## config.mk

```make
export PLATFORM = sky130hd
export DESIGN_NAME = irqc_top
export DESIGN_NICKNAME = d
export VERILOG_FILES = /design/src/rtl/irqc_pkg.sv /design/src/rtl/irqc_sync.sv /design/src/rtl/irqc_decode.sv /design/src/rtl/irqc_bank.sv /design/src/rtl/irqc_top.sv
export SDC_FILE = /design/constraint.sdc
export NUM_CORES = 1
export LEC_CHECK = 0
export ABC_AREA = 1
export BUFFER_PORTS_ARGS = -buffer_cell sky130_fd_sc_hd__buf_2
export CAP_MARGIN = 30
export CORE_MARGIN = 2
export CORE_UTILIZATION = 50
export DETAILED_ROUTE_END_ITERATION = 16
export PLACE_DENSITY = 0.84
export SLEW_MARGIN = 0
export SYNTH_ARGS = -nofsm -noshare
export SYNTH_HDL_FRONTEND = slang
export SYNTH_HIERARCHICAL = 1
export SYNTH_SLANG_ARGS = --single-unit
```

## constraint.sdc

```tcl
create_clock -name clk_i -period 2.25 [get_ports clk_i]
set_clock_uncertainty 0.1 [all_clocks]
set_input_delay 0.45 -clock clk_i [delete_from_list [all_inputs] [get_ports clk_i]]
set_output_delay 0.45 -clock clk_i [all_outputs]
set_load 0.02 [all_outputs]
```

## src/rtl/irqc_pkg.sv

```systemverilog
package irqc_pkg;
    localparam int REG_W   = 32;
    localparam int LANE_W  = 8;
    localparam int LANES_PER_BANK = REG_W / LANE_W;

    localparam logic [3:0] OFF_EN_SET = 4'h0;
    localparam logic [3:0] OFF_EN_CLR = 4'h4;
    localparam logic [3:0] OFF_STATUS = 4'hC;

    typedef enum logic [1:0] {
        WOP_NONE = 2'd0,
        WOP_SET  = 2'd1,
        WOP_CLR  = 2'd2
    } wop_e;

    typedef enum logic [1:0] {
        RSEL_NONE = 2'd0,
        RSEL_EN   = 2'd1,
        RSEL_STAT = 2'd2
    } rsel_e;
endpackage

```

## src/rtl/irqc_sync.sv

```systemverilog
module irqc_sync #(
    parameter int WIDTH = 8
) (
    input  logic             clk_i,
    input  logic             rst_ni,
    input  logic [WIDTH-1:0] async_i,
    output logic [WIDTH-1:0] sync_o
);
    typedef struct packed {
        logic [WIDTH-1:0] meta;
        logic [WIDTH-1:0] stable;
    } sync_st_t;

    sync_st_t st_d, st_q;

    always_comb begin
        st_d        = st_q;
        st_d.meta   = async_i;
        st_d.stable = st_q.meta;
    end

    always_ff @(posedge clk_i) begin
        if (!rst_ni) begin
            st_q <= '0;
        end else begin
            st_q <= st_d;
        end
    end

    assign sync_o = st_q.stable;
endmodule

```

## src/rtl/irqc_decode.sv

```systemverilog
module irqc_decode
    import irqc_pkg::*;
#(
    parameter int ADDR_W    = 8,
    parameter int NUM_BANKS = 5,
    localparam int BANK_W   = ADDR_W - 4
) (
    input  logic [ADDR_W-1:0] addr_i,
    input  logic              wr_i,
    output logic [BANK_W-1:0] bank_o,
    output logic              hit_o,
    output wop_e              wop_o,
    output rsel_e             rsel_o
);
    logic [3:0] offset;

    always_comb begin
        bank_o = addr_i[ADDR_W-1:4];
        offset = addr_i[3:0];
        hit_o  = (32'(bank_o) < NUM_BANKS);

        wop_o = WOP_NONE;
        if (wr_i && hit_o) begin
            if (offset == OFF_EN_SET) begin
                wop_o = WOP_SET;
            end else if (offset == OFF_EN_CLR) begin
                wop_o = WOP_CLR;
            end
        end

        rsel_o = RSEL_NONE;
        if (hit_o) begin
            if (offset == OFF_EN_SET) begin
                rsel_o = RSEL_EN;
            end else if (offset == OFF_STATUS) begin
                rsel_o = RSEL_STAT;
            end
        end
    end
endmodule

```

## src/rtl/irqc_bank.sv

```systemverilog
module irqc_bank
    import irqc_pkg::*;
#(
    parameter int LANES = 4
) (
    input  logic             clk_i,
    input  logic             rst_ni,
    input  wop_e             wop_i,
    input  logic [REG_W-1:0] wdata_i,
    input  logic [REG_W-1:0] lvl_i,
    output logic [REG_W-1:0] en_o,
    output logic [REG_W-1:0] stat_o,
    output logic [LANES-1:0] any_o
);
    localparam int IMPL_BITS = LANES * LANE_W;
    localparam logic [REG_W-1:0] IMPL_MASK =
        (IMPL_BITS >= REG_W) ? {REG_W{1'b1}} : ((REG_W'(1) << IMPL_BITS) - REG_W'(1));

    typedef struct packed {
        logic [REG_W-1:0] en;
    } bank_st_t;

    bank_st_t st_d, st_q;
    logic [REG_W-1:0] wmask;

    always_comb begin
        st_d  = st_q;
        wmask = wdata_i & IMPL_MASK;
        case (wop_i)
            WOP_SET: st_d.en = st_q.en | wmask;
            WOP_CLR: st_d.en = st_q.en & ~wmask;
            default: st_d.en = st_q.en;
        endcase
    end

    always_ff @(posedge clk_i) begin
        if (!rst_ni) begin
            st_q <= '0;
        end else begin
            st_q <= st_d;
        end
    end

    assign en_o   = st_q.en;
    assign stat_o = lvl_i & st_q.en & IMPL_MASK;

    for (genvar l = 0; l < LANES; l++) begin : g_lane
        assign any_o[l] = |stat_o[l*LANE_W +: LANE_W];
    end

    // set port leaves the written ones set
    a_r2_set_lands: assert property (@(posedge clk_i) disable iff (!rst_ni)
        (wop_i == WOP_SET) |=>
            ((en_o & $past(wdata_i & IMPL_MASK)) == $past(wdata_i & IMPL_MASK)));

    // set port never drops a bit
    a_r2_set_keeps: assert property (@(posedge clk_i) disable iff (!rst_ni)
        (wop_i == WOP_SET) |=> ((en_o & $past(en_o)) == $past(en_o)));

    // clear port leaves the written ones cleared
    a_r3_clear_lands: assert property (@(posedge clk_i) disable iff (!rst_ni)
        (wop_i == WOP_CLR) |=> ((en_o & $past(wdata_i)) == '0));

    // clear port never raises a bit
    a_r3_clear_keeps: assert property (@(posedge clk_i) disable iff (!rst_ni)
        (wop_i == WOP_CLR) |=> ((en_o | $past(en_o)) == $past(en_o)));

    // no decoded operation, no change
    a_r9_idle_stable: assert property (@(posedge clk_i) disable iff (!rst_ni)
        (wop_i == WOP_NONE) |=> $stable(en_o));
endmodule

```

## src/rtl/irqc_top.sv

```systemverilog
module irqc_top
    import irqc_pkg::*;
#(
    parameter int NUM_GROUPS = 20,
    parameter int ADDR_W     = 8,
    localparam int NUM_IN    = NUM_GROUPS * LANE_W,
    localparam int NUM_BANKS = (NUM_GROUPS + LANES_PER_BANK - 1) / LANES_PER_BANK,
    localparam int PAD_W     = NUM_BANKS * REG_W,
    localparam int BANK_W    = ADDR_W - 4
) (
    input  logic                  clk_i,
    input  logic                  rst_ni,
    input  logic [ADDR_W-1:0]     reg_addr_i,
    input  logic                  reg_wr_i,
    input  logic [REG_W-1:0]      reg_wdata_i,
    output logic [REG_W-1:0]      reg_rdata_o,
    input  logic [NUM_IN-1:0]     irq_src_i,
    output logic [NUM_GROUPS-1:0] grp_irq_o
);
    typedef struct packed {
        logic [NUM_GROUPS-1:0] grp;
        logic [REG_W-1:0]      rdata;
    } top_st_t;

    top_st_t st_d, st_q;

    logic [NUM_IN-1:0]     src_sync;
    logic [PAD_W-1:0]      lvl_pad;
    logic [BANK_W-1:0]     dec_bank;
    logic                  dec_hit;
    wop_e                  dec_wop;
    rsel_e                 dec_rsel;
    logic [NUM_GROUPS-1:0] any_flat;
    logic [REG_W-1:0]      bank_en   [NUM_BANKS];
    logic [REG_W-1:0]      bank_stat [NUM_BANKS];

    irqc_sync #(.WIDTH(NUM_IN)) u_sync (
        .clk_i   (clk_i),
        .rst_ni  (rst_ni),
        .async_i (irq_src_i),
        .sync_o  (src_sync)
    );

    assign lvl_pad = PAD_W'(src_sync);

    irqc_decode #(.ADDR_W(ADDR_W), .NUM_BANKS(NUM_BANKS)) u_decode (
        .addr_i (reg_addr_i),
        .wr_i   (reg_wr_i),
        .bank_o (dec_bank),
        .hit_o  (dec_hit),
        .wop_o  (dec_wop),
        .rsel_o (dec_rsel)
    );

    for (genvar b = 0; b < NUM_BANKS; b++) begin : g_bank
        localparam int LANES_B = ((NUM_GROUPS - b * LANES_PER_BANK) < LANES_PER_BANK)
                                 ? (NUM_GROUPS - b * LANES_PER_BANK) : LANES_PER_BANK;
        wop_e bank_wop;

        assign bank_wop = (dec_hit && (dec_bank == BANK_W'(b))) ? dec_wop : WOP_NONE;

        irqc_bank #(.LANES(LANES_B)) u_bank (
            .clk_i   (clk_i),
            .rst_ni  (rst_ni),
            .wop_i   (bank_wop),
            .wdata_i (reg_wdata_i),
            .lvl_i   (lvl_pad[b*REG_W +: REG_W]),
            .en_o    (bank_en[b]),
            .stat_o  (bank_stat[b]),
            .any_o   (any_flat[b*LANES_PER_BANK +: LANES_B])
        );
    end

    always_comb begin
        st_d       = st_q;
        st_d.grp   = any_flat;
        st_d.rdata = '0;
        for (int b = 0; b < NUM_BANKS; b++) begin
            if (dec_bank == BANK_W'(b)) begin
                if (dec_rsel == RSEL_EN) begin
                    st_d.rdata = bank_en[b];
                end else if (dec_rsel == RSEL_STAT) begin
                    st_d.rdata = bank_stat[b];
                end
            end
        end
    end

    always_ff @(posedge clk_i) begin
        if (!rst_ni) begin
            st_q <= '0;
        end else begin
            st_q <= st_d;
        end
    end

    assign grp_irq_o   = st_q.grp;
    assign reg_rdata_o = st_q.rdata;

    // an address the decoder rejects reads back as zero
    a_r10_undef_reads_zero: assert property (@(posedge clk_i) disable iff (!rst_ni)
        (dec_rsel == RSEL_NONE) |=> (reg_rdata_o == '0));

    // a group line is only raised by a pending group in the prior cycle
    a_r7_line_has_source: assert property (@(posedge clk_i) disable iff (!rst_ni)
        (any_flat == '0) |=> (grp_irq_o == '0));
endmodule

```

Word-level counts from Yosys, hierarchy flattened
Index checks and enable logic that the tools add are counted.

word-level totals
  output and inout bits = 52
  register bits after elaboration = 532
  logic and storage cells = 108

cells by class
  muxes and demuxes = 31
  bitwise logic cells = 16
  reductions and logical operators = 33
  magnitude comparators = 1
  equal/unequal tests = 18

operators by type and width
  operator            count
  $mux 32             15
  $and 32x32->32      10
  $pmux 32 s2         5
  $or 32x32->32       5
  $reduce_or 8->1     20
  $not 32->32         1
  $mux 2              11
  $eq 2x1->1 const B  6
  $eq 2x2->1 const B  6
  $reduce_bool 2->1   5
  $eq 4x2->1 const B  2
  $eq 4x3->1 const B  2
  $logic_not 4->1     2
  $logic_and 1x1->1   6
  $eq 4x1->1 const B  1
  $eq 4x4->1 const B  1
  $lt 4x3->1 const B  1

Longest topological paths before layout
Gate-level depths: netlist of the first run.

  word-level depth = 20
  depth in mapped cells = 14
  mapped depth without buffers = 11

By module
Netlist of the first run, hierarchy kept.

modules (own cells, without submodules)
  module       area an instance (um^2)  cells each  instances
  irqc_sync    9,197.6                  996         1
  irqc_bank    1,692.9                  267         5
  irqc_top     4,807.1                  907         1
  irqc_decode  92.6                     18          1

Worst setup path after synthesis of the first run
OpenSTA, ideal clock, no wires.

  kind = input-to-reg
  start point = input reg_addr_i[7]
  end point = register (tool-made name)
  library setup time = 0.115 ns
  data required time = 2.035 ns
  buffers on the path = 3
  arrival time = 2.095 ns
  cell stages on the path = 14
  setup slack = -0.060 ns
  cell sequence = buf_4 -> inv_2 -> nand2_1 -> nor2_1 -> buf_2 -> inv_1 -> nor3_1 -> inv_1 -> ha_1 -> inv_4 -> buf_6 -> nand3_1 -> nand2_1 -> nor2_1

RTL lines
  item                line            source
  start: declaration  irqc_top.sv:13  input logic [ADDR_W-1:0] reg_addr_i,

==> results by group, run 1 <==
Global routing
  – First-pass GRT wire length: slightly above 100000 µm
  – Initial antenna violation count: 3
  – Number of global-route vias before repair: 19890
  – Largest net degree at the start of global routing: 66
  – Global Route Usage Sum: 27.08%
  – Grt ovf: 0

Power and ir drop
  – Gate power share: under 10%
  – Reg power frac: approximately 50%
  – Pwr dens: approximately 700 nW/µm²
  – Sw Pwr: around 4.5 mW
  – Total power: around 20 mW
  – Leak: around 16 nW
  – Clk pwr share: around 46%
  – Internal: approximately 16 mW
  – VDD IR max: 573.5 µV
  – Switching share of power: 22.20%

Detailed routing
  – Wirelength, routed: approximately 64000 µm
  – Routed WL per cell: 14.99 µm
  – Vias: 21060
  – DR vias/cell: between 4 and 5
  – DRT Pass-1 Iters: 6
  – Iteration-0 DRC Markers: approximately 1900
  – # DRC: 0
  – Number of antenna-violating nets in the routed design: 0

Timing
  – Unrepaired setup endpoints after global routing: no
  – Worst hold margin: about 0.07 ns
  – Post-route minimum period: around 2.0 ns
  – Fin. Hold Viols: 0
  – Worst rel slew slack: a little over two thirds
  – Setup Viol. Count Final: 0
  – Worst slew pin tran: about 0.46 ns
  – Max Clk Rate: 0.5091 GHz
  – Post-route setup slack: 0.2859 ns
  – Tcrit/Tclk final: 87.29%
  – Count of pins over their slew limit: 0
  – Total negative slack: 0 ns

Synthesis
  – Seq/Total Area, Yosys: 47.20%
  – Top cell type's share of synthesized area: a little under half
  – Synth Register Bits: around 530
  – Post-Syn Instances: 3256
  – Synth area leaders: dfxtp_1, nand2_1, inv_1
  – Synth cell types: 21
  – Synth area leader: dfxtp_1
  – Ys Warns: 6
  – Post-synthesis area per instance: approximately 7 µm²
  – Mapped Area: around 23000 µm²
  – Mapped Nets: 3464

Critical path
  – Critical-path cell list: buf_2, o21ai_1, nand2_1, inv_1, clkinv_1, nor3_1, inv_1, ha_1, inv_4, buf_4, nand3_1, nand2_1, nor2_1
  – WP depth: 13
  – R2R cell count: 9
  – Critical path class: in2reg
  – CP Launch Type: primary input
  – Critical path's largest stage delay: around 0.33 ns
  – Crit path arrival time: around 2.4 ns
  – Reg2reg setup slack: 0.90 ns
  – CP max FO: 10
  – Worst setup EP type: flip-flop
  – Bufs and invs on worst path: 6
  – Crit-path slowest cell: ha_1
  – Crit-path leading delay family: buffers and inverters
  – Worst EP required: 2.64 ns

Floorplanning
  – Chip Width: 216.4 µm
  – # rows: 77
  – IO Count: ~260
  – Core box area: around 44000 µm²
  – DIE HEIGHT: ~220 µm
  – Starting Density: ~50%
  – DIE AREA: between 40000 and 50000 µm²

Cells and area
  – Fillcell total: 3825
  – Register area: about 11000 µm²
  – Final instance area: 27880 µm²
  – Multi-input logic area: 8479 µm²
  – Final core occ: 62.77%
  – Fraction of layout cells with a size suffix above 1: roughly an eighth
  – Final net count: approximately 3900
  – P&R area growth vs syn: 23.56%
  – Non-Filler Instances: 4288

Placed design
  – Area post-placement: roughly 24000 µm²
  – Dpl ws: -0.2850 ns
  – Gpl congestion: 0.9186
  – Port-buffer cells: about 250
  – Placed insts: approximately 4000
  – Hpwl dp: 43130 µm

Clock network
  – Num CTS Buffers: between 50 and 60
  – CTS tree: yes
  – Reg clk slew, reported paths: 0.06 ns
  – # resized after CTS: 0
  – CTS root buf: clkbuf_16
  – Clock Latency Late Sink: roughly 0.6 ns
  – CTS Hold Bufs: 158
  – CTS Sinks: approximately 530
  – Maximum clock insertion buffer count: 3
  – Setup repair bufs after CTS: 0
  – Htree depth: 2

Min path
  – Worst Hold Class: in2reg
  – Hold path cells: 3

Run
  – Maxcap violations: 0

Status
  – Status: complete, no violations
cells in the mapped netlist (all sizes together):
cell,instances
nand3b,1
nand3,355
clkinv,1
clkbuf,8
buf,166
nor3,10
o21ai,1
inv,526
a21oi,192
nor2,277
dfxtp,532
nand4,32
nand2,1150
ha,5
area by class of cell:
cell class                 count  share of cell area [%]
antenna                        1                0.008976
clock buffer                  75                   5.628
clock inverter                18                  0.8483
inverter                     527                   7.177
multi-input combinational   2023                   30.42
sequential                   532                   38.20
tap                          592                   2.657
timing repair buffer         520                   15.06
placed cells by master, fill, tap and decap left out, types with 32 or more instances in the layout:
| master | netlist | final |
|---|---|---|
| nand2_1 | 1150 | 1150 |
| dfxtp_1 | 532 | 532 |
| inv_1 | 518 | 518 |
| nand3_1 | 355 | 355 |
| nor2_1 | 272 | 268 |
| buf_2 | 50 | 253 |
| a21oi_1 | 192 | 192 |
| dlygate4sd3_1 | 0 | 158 |
| buf_4 | 36 | 66 |
| clkbuf_16 | 0 | 53 |
| buf_12 | 0 | 42 |
| nand4_1 | 32 | 32 |
path summary, 6_finish.rpt:
kind,start,end
worst max-delay path,reg_addr_i[4],flip-flop
worst min register to register,u_sync/st_d[110],u_sync/sync_o[110]
worst min-delay path,irq_src_i[64],u_sync/st_d[64]
worst max register to register,flip-flop,reg_rdata_o[17]
cell families (layout without fill, tap and decap cells):
family	Yosys count	in the layout	share of synthesized area (%)
other	0	1	0
AOI/OAI and AO/OA	193	193	4.281
and+or+nand+nor	1825	1825	32.94
buffers and inverters	701	1140	15.30
adders and majority gates	5	5	0.2773
DFF	532	532	47.20
power groups by stage:
stage                     Sequential (mW)  Combinational, mW  Clock (mW)
after detailed placement             10.0              0.898           0
after global routing                 9.80               1.26        9.68
after global placement               10.0              0.886           0
after floorplan                      9.95              0.499           0
after CTS                            9.79               1.12        9.25
final                                9.79               1.15        9.13
metal layers:
metal / share of wire (%) / up-vias / track usage, % / routed length (µm)
li1: - / 10600 / - / -
met1: 41 / 9387 / 34.09 / 26300
met2: 47 / 897 / 45.90 / 30210
met3: 7.8 / 170 / 4.056 / 5026
met4: 4.2 / 4 / 12.24 / 2722
met5: 0.037 / - / 0 / 24
worst register-to-register path, cell delays in order, from the launching register on:
cell and delay (ns):
dfxtp_1 0.36, nand2_1 0.09, inv_1 0.06, nand3_1 0.07, nand2_1 0.08, nand2_1 0.05, nand4_1 0.12, nor2_1 0.05
buf_4 0.15, nor2_1 0.14
Note: power is estimated with default switching activity, not from simulation.
==> run 2, diff against run 1 <==
--- a/config.mk
+++ b/config.mk
@@ -11,7 +11,7 @@
 export CORE_MARGIN = 2
 export CORE_UTILIZATION = 50
 export DETAILED_ROUTE_END_ITERATION = 16
-export PLACE_DENSITY = 0.84
+export PLACE_DENSITY = 0.81
 export SLEW_MARGIN = 0
 export SYNTH_ARGS = -nofsm -noshare
 export SYNTH_HDL_FRONTEND = slang
==> constraint.sdc (replaced) <==
create_clock -name clk_i -period 2.3 [get_ports clk_i]
set_clock_uncertainty 0.1 [all_clocks]
set_input_delay 0.46 -clock clk_i [delete_from_list [all_inputs] [get_ports clk_i]]
set_output_delay 0.46 -clock clk_i [all_outputs]
set_load 0.02 [all_outputs]
==> results by group, run 2 (synthesis results as in run 1) <==
Timing
  – Post-route setup slack: 0.3340 ns (was 0.2859 ns)
  – Worst slew pin tran: 0.5494 ns (was 0.4566 ns)
  – Count of pins over their slew limit: 0 (unchanged)
  – Fin. Hold Viols: 0 (unchanged)
  – Setup Viol. Count Final: 0 (unchanged)
  – Max Clk Rate: approximately 0.51 GHz
  – Tcrit/Tclk final: 85.48%
  – Total negative slack: 0 ns (unchanged)
  – Post-route minimum period: between 1.5 and 2 ns
  – Worst rel slew slack: 63.37% (was 69.56%)
  – Unrepaired setup endpoints after global routing: no (unchanged)

Clock network
  – Maximum clock insertion buffer count: 3 (unchanged)
  – Reg clk slew, reported paths: 0.06 ns (about the same)
  – Clock Latency Late Sink: 0.61 ns (was 0.60 ns)
  – Num CTS Buffers: 54 (was 53)
  – CTS Sinks: 532 (unchanged)
  – CTS Hold Bufs: 155 (was 158)
  – CTS tree: yes (unchanged)
  – Setup repair bufs after CTS: 0 (unchanged)
  – Htree depth: 2 (unchanged)
  – CTS root buf: clkbuf_16 (unchanged)
  – # resized after CTS: 0 (unchanged)

Placed design
  – Gpl congestion: 0.8991 (was 0.9186)
  – Port-buffer cells: 254 (unchanged)
  – Dpl ws: -0.2432 ns (was -0.2850 ns)
  – Hpwl dp: 41950 µm (was 43130 µm)

Critical path
  – Critical path class: in2reg (unchanged)
  – CP Launch Type: primary input (unchanged)
  – CP max FO: 24 (was 10)
  – Crit path arrival time: 2.40 ns (was 2.35 ns)
  – Worst EP required: 2.73 ns (was 2.64 ns)
  – Worst setup EP type: flip-flop (unchanged)

Detailed routing
  – DR vias/cell: 4.902 (was 4.911)
  – # DRC: 0 (unchanged)
  – Wirelength, routed: 63600 µm (was 64280 µm)
  – Routed WL per cell: 14.87 µm (was 14.99 µm)
  – Number of antenna-violating nets in the routed design: 0 (unchanged)
  – DRT Pass-1 Iters: 6 (unchanged)
  – Iteration-0 DRC Markers: 1932 (was 1927)
  – Vias: 20970 (was 21060)

Global routing
  – First-pass GRT wire length: 101400 µm (was 101600 µm)
  – Largest net degree at the start of global routing: 77 (was 66)
  – Grt ovf: 0 (unchanged)
  – Global Route Usage Sum: 27.00% (was 27.08%)
  – Number of global-route vias before repair: 19730 (was 19890)
  – Initial antenna violation count: 0 (was 3)

Cells and area
  – Commonest non-fill, non-tap cell in the layout: nand2_1 (unchanged)
  – Commonest non-fill, non-tap cells in the layout: nand2_1, dfxtp_1, inv_1 (unchanged)
  – Fillcell total: 3876 (was 3825)
  – Final net count: 3850 (was 3865)
  – P&R area growth vs syn: 23.03% (was 23.56%)
  – Fraction of layout cells with a size suffix above 1: 12.35% (was 12.61%)
  – ANT cells: 0 (was 1)

Floorplanning
  – DIE AREA: 46840 µm² (unchanged)
  – DIE HEIGHT: 216.4 µm (unchanged)
  – Core box area: 44410 µm² (unchanged)
  – Chip Width: 216.4 µm (unchanged)
  – # rows: 77 (unchanged)
  – Starting Density: 50.80% (unchanged)
  – IO Count: 255 (unchanged)

Min path
  – Worst Hold Class: in2reg (unchanged)

Power and ir drop
  – VDD IR max: 655.8 µV (was 573.5 µV)
  – Leak: 16.09 nW (was 16.16 nW)
  – Pwr dens: 710.8 nW/µm² (was 719.7 nW/µm²)

Status
  – Status: complete, no violations (unchanged)

Run
  – Maxcap violations: 0 (unchanged)
[run 2: cell types whose count changed in the layout (fill, tap and decap cells not counted), sizes merged]
| cell | change |
|---|---|
| dlygate4sd3 | -3 |
| inv | +3 |
| diode | -1 |
| buf | -13 |
| clkinv | +3 |
[run 2: worst paths after layout]
| path | startpoint | end | slack [ns] | depth (start not counted) |
|---|---|---|---|---|
| setup / recovery | reg_addr_i[4] | reg_rdata_o[18] | 0.33 | 13 |
| hold / removal | irq_src_i[105] | u_sync/st_d[105] | 0.008 | 3 |
| setup reg to reg | flip-flop | reg_rdata_o[18] | 0.93 | 9 |
| hold reg to reg | u_sync/st_d[46] | u_sync/sync_o[46] | 0.31 | 2 |
[run 2: cell type report]
| type | instances | area [µm²] | area share [%] |
|---|---|---|---|
| Sequential cell | 532 | 10650 | 38.37 |
| Multi-Input combinational cell | 2023 | 8479 | 30.55 |
| Timing Repair Buffer | 504 | 4046 | 14.58 |
| Inverter | 527 | 2001 | 7.208 |
| Clock buffer | 75 | 1551 | 5.589 |
| Tap cell | 592 | 740.7 | 2.668 |
| Clock inverter | 24 | 289.0 | 1.041 |
[run 2: metrics by stage]
step / total power, mW / hold slack (ns) / cells / utilization [%] / area [µm²]
global placement: 10.65 / 0.2968 / 4023 / 54.86 / 24370
global route: 20.35 / 0.01663 / 4277 / 62.50 / 27760
detailed placement: 10.66 / 0.2953 / 4023 / 54.86 / 24370
finish: 19.73 / 0.007562 / 4277 / 62.50 / 27760
CTS: 19.83 / 0.003037 / 4277 / 62.50 / 27760
floorplan: 10.22 / 0.2905 / 3256 / - / 22560
[run 2: layer usage]
metal	vias to the layer above	wire length (µm)	global-route usage [%]
met5	-	0	0
met4	0	2287	10.39
met3	158	5537	4.042
met2	895	29730	45.61
met1	9325	26050	34.84
li1	10590	-	-
[run 2: critical path, cell delays in order]
cell	delay, ns
buf_2	0.10
o21ai_1	0.16
nand2_1	0.15
buf_4	0.19
nor2_4	0.21
buf_4	0.34
nand3_1	0.13
nand2_1	0.09
nand2_1	0.05
nand4_1	0.13
nor2_1	0.05
buf_4	0.15
nor2_1	0.15
[run 2: power by group]
part	switching, mW	total, mW	leakage (nW)	internal, mW
combinational	0.619	1.11	10.8	0.492
sequential	0.0997	9.58	4.35	9.48
clock	3.74	9.04	0.905	5.30
==> run 3, diff against run 2 <==
--- a/config.mk
+++ b/config.mk
@@ -5,13 +5,15 @@
 export SDC_FILE = /design/constraint.sdc
 export NUM_CORES = 1
 export LEC_CHECK = 0
-export ABC_AREA = 1
+export ABC_AREA = 0
 export BUFFER_PORTS_ARGS = -buffer_cell sky130_fd_sc_hd__buf_2
 export CAP_MARGIN = 30
+export CELL_PAD_IN_SITES_DETAIL_PLACEMENT = 0
+export CELL_PAD_IN_SITES_GLOBAL_PLACEMENT = 1
 export CORE_MARGIN = 2
-export CORE_UTILIZATION = 50
+export CORE_UTILIZATION = 49
 export DETAILED_ROUTE_END_ITERATION = 16
-export PLACE_DENSITY = 0.81
+export PLACE_DENSITY = 0.95
 export SLEW_MARGIN = 0
 export SYNTH_ARGS = -nofsm -noshare
 export SYNTH_HDL_FRONTEND = slang
==> results by group, run 3 <==
Status
  – Status: complete, no violations (unchanged)

Min path
  – Worst Hold Class: in2reg (unchanged)
  – Hold Startpoint: irq_src_i[81] (was irq_src_i[105])

Synthesis
  – Synth area leader: dfxtp_1 (unchanged)
  – Most numerous cell in the Yosys netlist: dfxtp_1 (was nand2_1)
  – Synth cell types: 40 (was 21)
  – Mapped Nets: 2265 (was 3464)
  – Mapped Area: 20800 µm² (was 22560 µm²)
  – EDFF count, synth: 0 (unchanged)
  – Ys flop type: dfxtp_1 (unchanged)
  – Post-synthesis area per instance: 10.11 µm² (was 6.929 µm²)
  – Top cell type's share of synthesized area: 51.20% (was 47.20%)
  – Ys async rst share: 0% (unchanged)
  – Synth area leaders: dfxtp_1, and2_1, o211a_1 (was dfxtp_1, nand2_1, inv_1)
  – Synth top cells by count: dfxtp_1, and2_1, nor2b_1 (was nand2_1, dfxtp_1, inv_1)
  – Ys Warns: 6 (unchanged)
  – Synth Register Bits: 532 (unchanged)
  – Seq/Total Area, Yosys: 51.20% (was 47.20%)
  – Post-Syn Instances: 2057 (was 3256)

Timing
  – Worst slew pin tran: 0.4368 ns (was 0.5494 ns)
  – Worst rel slew slack: 70.85% (was 63.37%)
  – Count of pins over their slew limit: 0 (unchanged)
  – Unrepaired setup endpoints after global routing: yes (was no)
  – Setup Viol. Count Final: 0 (unchanged)
  – Max Clk Rate: 0.4395 GHz (was 0.5086 GHz)
  – Fin. Hold Viols: 0 (unchanged)
  – Worst hold margin: 0.01884 ns (was 0.007562 ns)
  – Post-route minimum period: 2.275 ns (was 1.966 ns)
  – Total negative slack: 0 ns (unchanged)
  – Tcrit/Tclk final: 98.92% (was 85.48%)

Global routing
  – Grt ovf: 0 (unchanged)
  – GR Util met3: 3.367% (was 4.042%)
  – Initial antenna violation count: 10 (was 0)
  – First-pass GRT wire length: 89800 µm (was 101400 µm)
  – Met1 Use GR: 36.41% (was 34.84%)
  – Number of global-route vias before repair: 16510 (was 19730)
  – Global route hottest layer: met2 (unchanged)
  – Routing usage on met2: 38.80% (was 45.61%)
  – Largest net degree at the start of global routing: 104 (was 77)
  – Global Route Usage Sum: 25.57% (was 27.00%)

Floorplanning
  – Starting Density: 49.59% (was 50.80%)
  – DIE HEIGHT: 210.0 µm (was 216.4 µm)
  – Core box area: 41950 µm² (was 44410 µm²)
  – IO Count: 255 (unchanged)
  – Chip Width: 210.0 µm (was 216.4 µm)
  – # rows: 75 (was 77)
  – DIE AREA: 44110 µm² (was 46840 µm²)

Detailed routing
  – Wirelength, routed: 57380 µm (was 63600 µm)
  – Vias: 16600 (was 20970)
  – DR vias/cell: 5.454 (was 4.902)
  – Routed WL per cell: 18.86 µm (was 14.87 µm)
  – DRT Pass-1 Iters: 7 (was 6)
  – # DRC: 0 (unchanged)
  – Iteration-0 DRC Markers: 1199 (was 1932)
  – Number of antenna-violating nets in the routed design: 0 (unchanged)

Critical path
  – Crit path arrival time: 2.66 ns (was 2.40 ns)
  – CP startpoint: reg_addr_i[1] (was reg_addr_i[4])
  – Critical path's largest stage delay: 0.59 ns (was 0.34 ns)
  – Worst setup EP type: flip-flop (unchanged)
  – CP Launch Type: primary input (unchanged)
  – CP max FO: 32 (was 24)
  – Worst EP required: 2.68 ns (was 2.73 ns)
  – Critical path class: in2reg (unchanged)
  – Crit-path leading delay family: simple AND/OR/NAND/NOR gates (unchanged)
  – Reg-to-Reg Start: u_sync/sync_o[50]
  – Crit-path slowest cell: or4_4 (was buf_4)
  – Critical-path cell list: buf_2, or4_4, nor4b_4, nand2_2, nor2_1, inv_1, ha_4, nor2b_1, o211a_1 (was buf_2, o21ai_1, nand2_1, buf_4, nor2_4, buf_4, nand3_1, nand2_1, nand2_1, nand4_1, nor2_1, buf_4, nor2_1)
  – Bufs and invs on worst path: 2 (was 4)

Clock network
  – Setup repair bufs after CTS: 0 (unchanged)
  – Maximum clock insertion buffer count: 3 (unchanged)
  – Clock Latency Late Sink: 0.59 ns (was 0.61 ns)
  – CTS tree: yes (unchanged)
  – CTS root buf: clkbuf_16 (unchanged)
  – Num CTS Buffers: 53 (was 54)
  – CTS Sinks: 532 (unchanged)
  – Htree depth: 2 (unchanged)
  – Reg clk slew, reported paths: 0.06 ns (about the same)

Cells and area
  – P&R area growth vs syn: 31.45% (was 23.03%)
  – Multi-input logic area: 10430 µm² (was 8479 µm²)
  – Final net count: 2661 (was 3850)
  – Commonest non-fill, non-tap cell in the layout: dfxtp_1 (was nand2_1)
  – Fraction of layout cells with a size suffix above 1: 26.65% (was 12.35%)
  – Register area: 10650 µm² (unchanged)
  – Fillcell total: 3251 (was 3876)
  – Non-Filler Instances: 3043 (was 4277)
  – Commonest non-fill, non-tap cells in the layout: dfxtp_1, and2_1, buf_2 (was nand2_1, dfxtp_1, inv_1)

Power and ir drop
  – Clk pwr share: 44.3% (was 45.8%)
  – Leak: 13.08 nW (was 16.09 nW)
  – Sw Pwr: 4.175 mW (was 4.457 mW)
  – Total power: 19.10 mW (was 19.73 mW)
  – Reg power frac: 50.1% (was 48.6%)
  – Gate power share: 5.6% (about the same)
  – Internal: 14.93 mW (was 15.27 mW)
  – Switching share of power: 21.85% (was 22.59%)
  – Pwr dens: 698.7 nW/µm² (was 710.8 nW/µm²)
  – VDD IR max: 541.7 µV (was 655.8 µV)

Placed design
  – Port-buffer cells: 254 (unchanged)
  – Placed insts: 2787 (was 4023)
  – Gpl congestion: 0.9279 (was 0.8991)
  – Hpwl dp: 39120 µm (was 41950 µm)

Run
  – Maxcap violations: 0 (unchanged)
## run 3: logic make-up (layout without fill, tap and decap cells)
kind of cell | Yosys count | in the layout | synth area share (%)
muxes | 4 | 4 | 0.1925
DFF | 532 | 532 | 51.20
AOI/OAI and AO/OA | 383 | 383 | 17.06
buffers and inverters | 157 | 595 | 3.609
adders and majority gates | 5 | 5 | 0.3008
other | 0 | 9 | 0
and+or+nand+nor | 976 | 976 | 27.63
## run 3: layout make-up
| cell class | instances | area share (%) |
|---|---|---|
| tap | 539 | 2.466 |
| timing repair buffer | 493 | 13.96 |
| clock inverter | 22 | 0.6040 |
| inverter | 5 | 0.06864 |
| multi-input combinational | 1368 | 38.15 |
| clock buffer | 75 | 5.711 |
| sequential | 532 | 38.95 |
| antenna | 9 | 0.08237 |
## run 3: power groups by stage
stage / Sequential (mW) / Combinational [mW] / Clock (mW)
floorplan: 9.73 / 0.476 / 0
global placement: 9.76 / 0.841 / 0
detailed placement: 9.76 / 0.855 / 0
CTS: 9.56 / 1.06 / 8.61
global route: 9.58 / 1.15 / 8.97
finish: 9.56 / 1.08 / 8.46
## run 3: worst paths after layout
path	to	slack, ns	depth (start not counted)
max reg2reg	grp_irq_o[6]	0.27	4
min reg2reg	u_sync/sync_o[79]	0.32	1
min	u_sync/st_d[81]	0.02	2
max	flip-flop	0.02	9
## run 3: repair_timing
action                                  4_1_cts  5_1_grt
gates resized for setup                       0        9
endpoints found under the setup margin        0      105
hold endpoints to repair                    150        0
hold buffers                                150        0
## run 3: worst reg2reg max path, stage by stage (launching register included)
cell and delay, ns:
dfxtp_1 0.33, and2_4 0.16, or4_1 0.59, or4_1 0.57, and2_1 0.19
## run 3: metrics by stage
step / util (%) / instance area, µm² / setup slack (ns)
floorplan: - / 22190 / -0.2334
global placement: 57.35 / 24050 / -0.5278
detailed placement: 57.35 / 24050 / -0.5678
CTS: 65.04 / 27280 / 0.04234
global route: 65.17 / 27340 / -0.05032
finish: 65.18 / 27340 / 0.02474
## run 3: per-layer routing
metal  routed length, µm  part of all wire, %
met5                  27                0.047
met4                2225                  3.9
met3                3437                  6.0
met2               25130                   44
met1               26570                   46
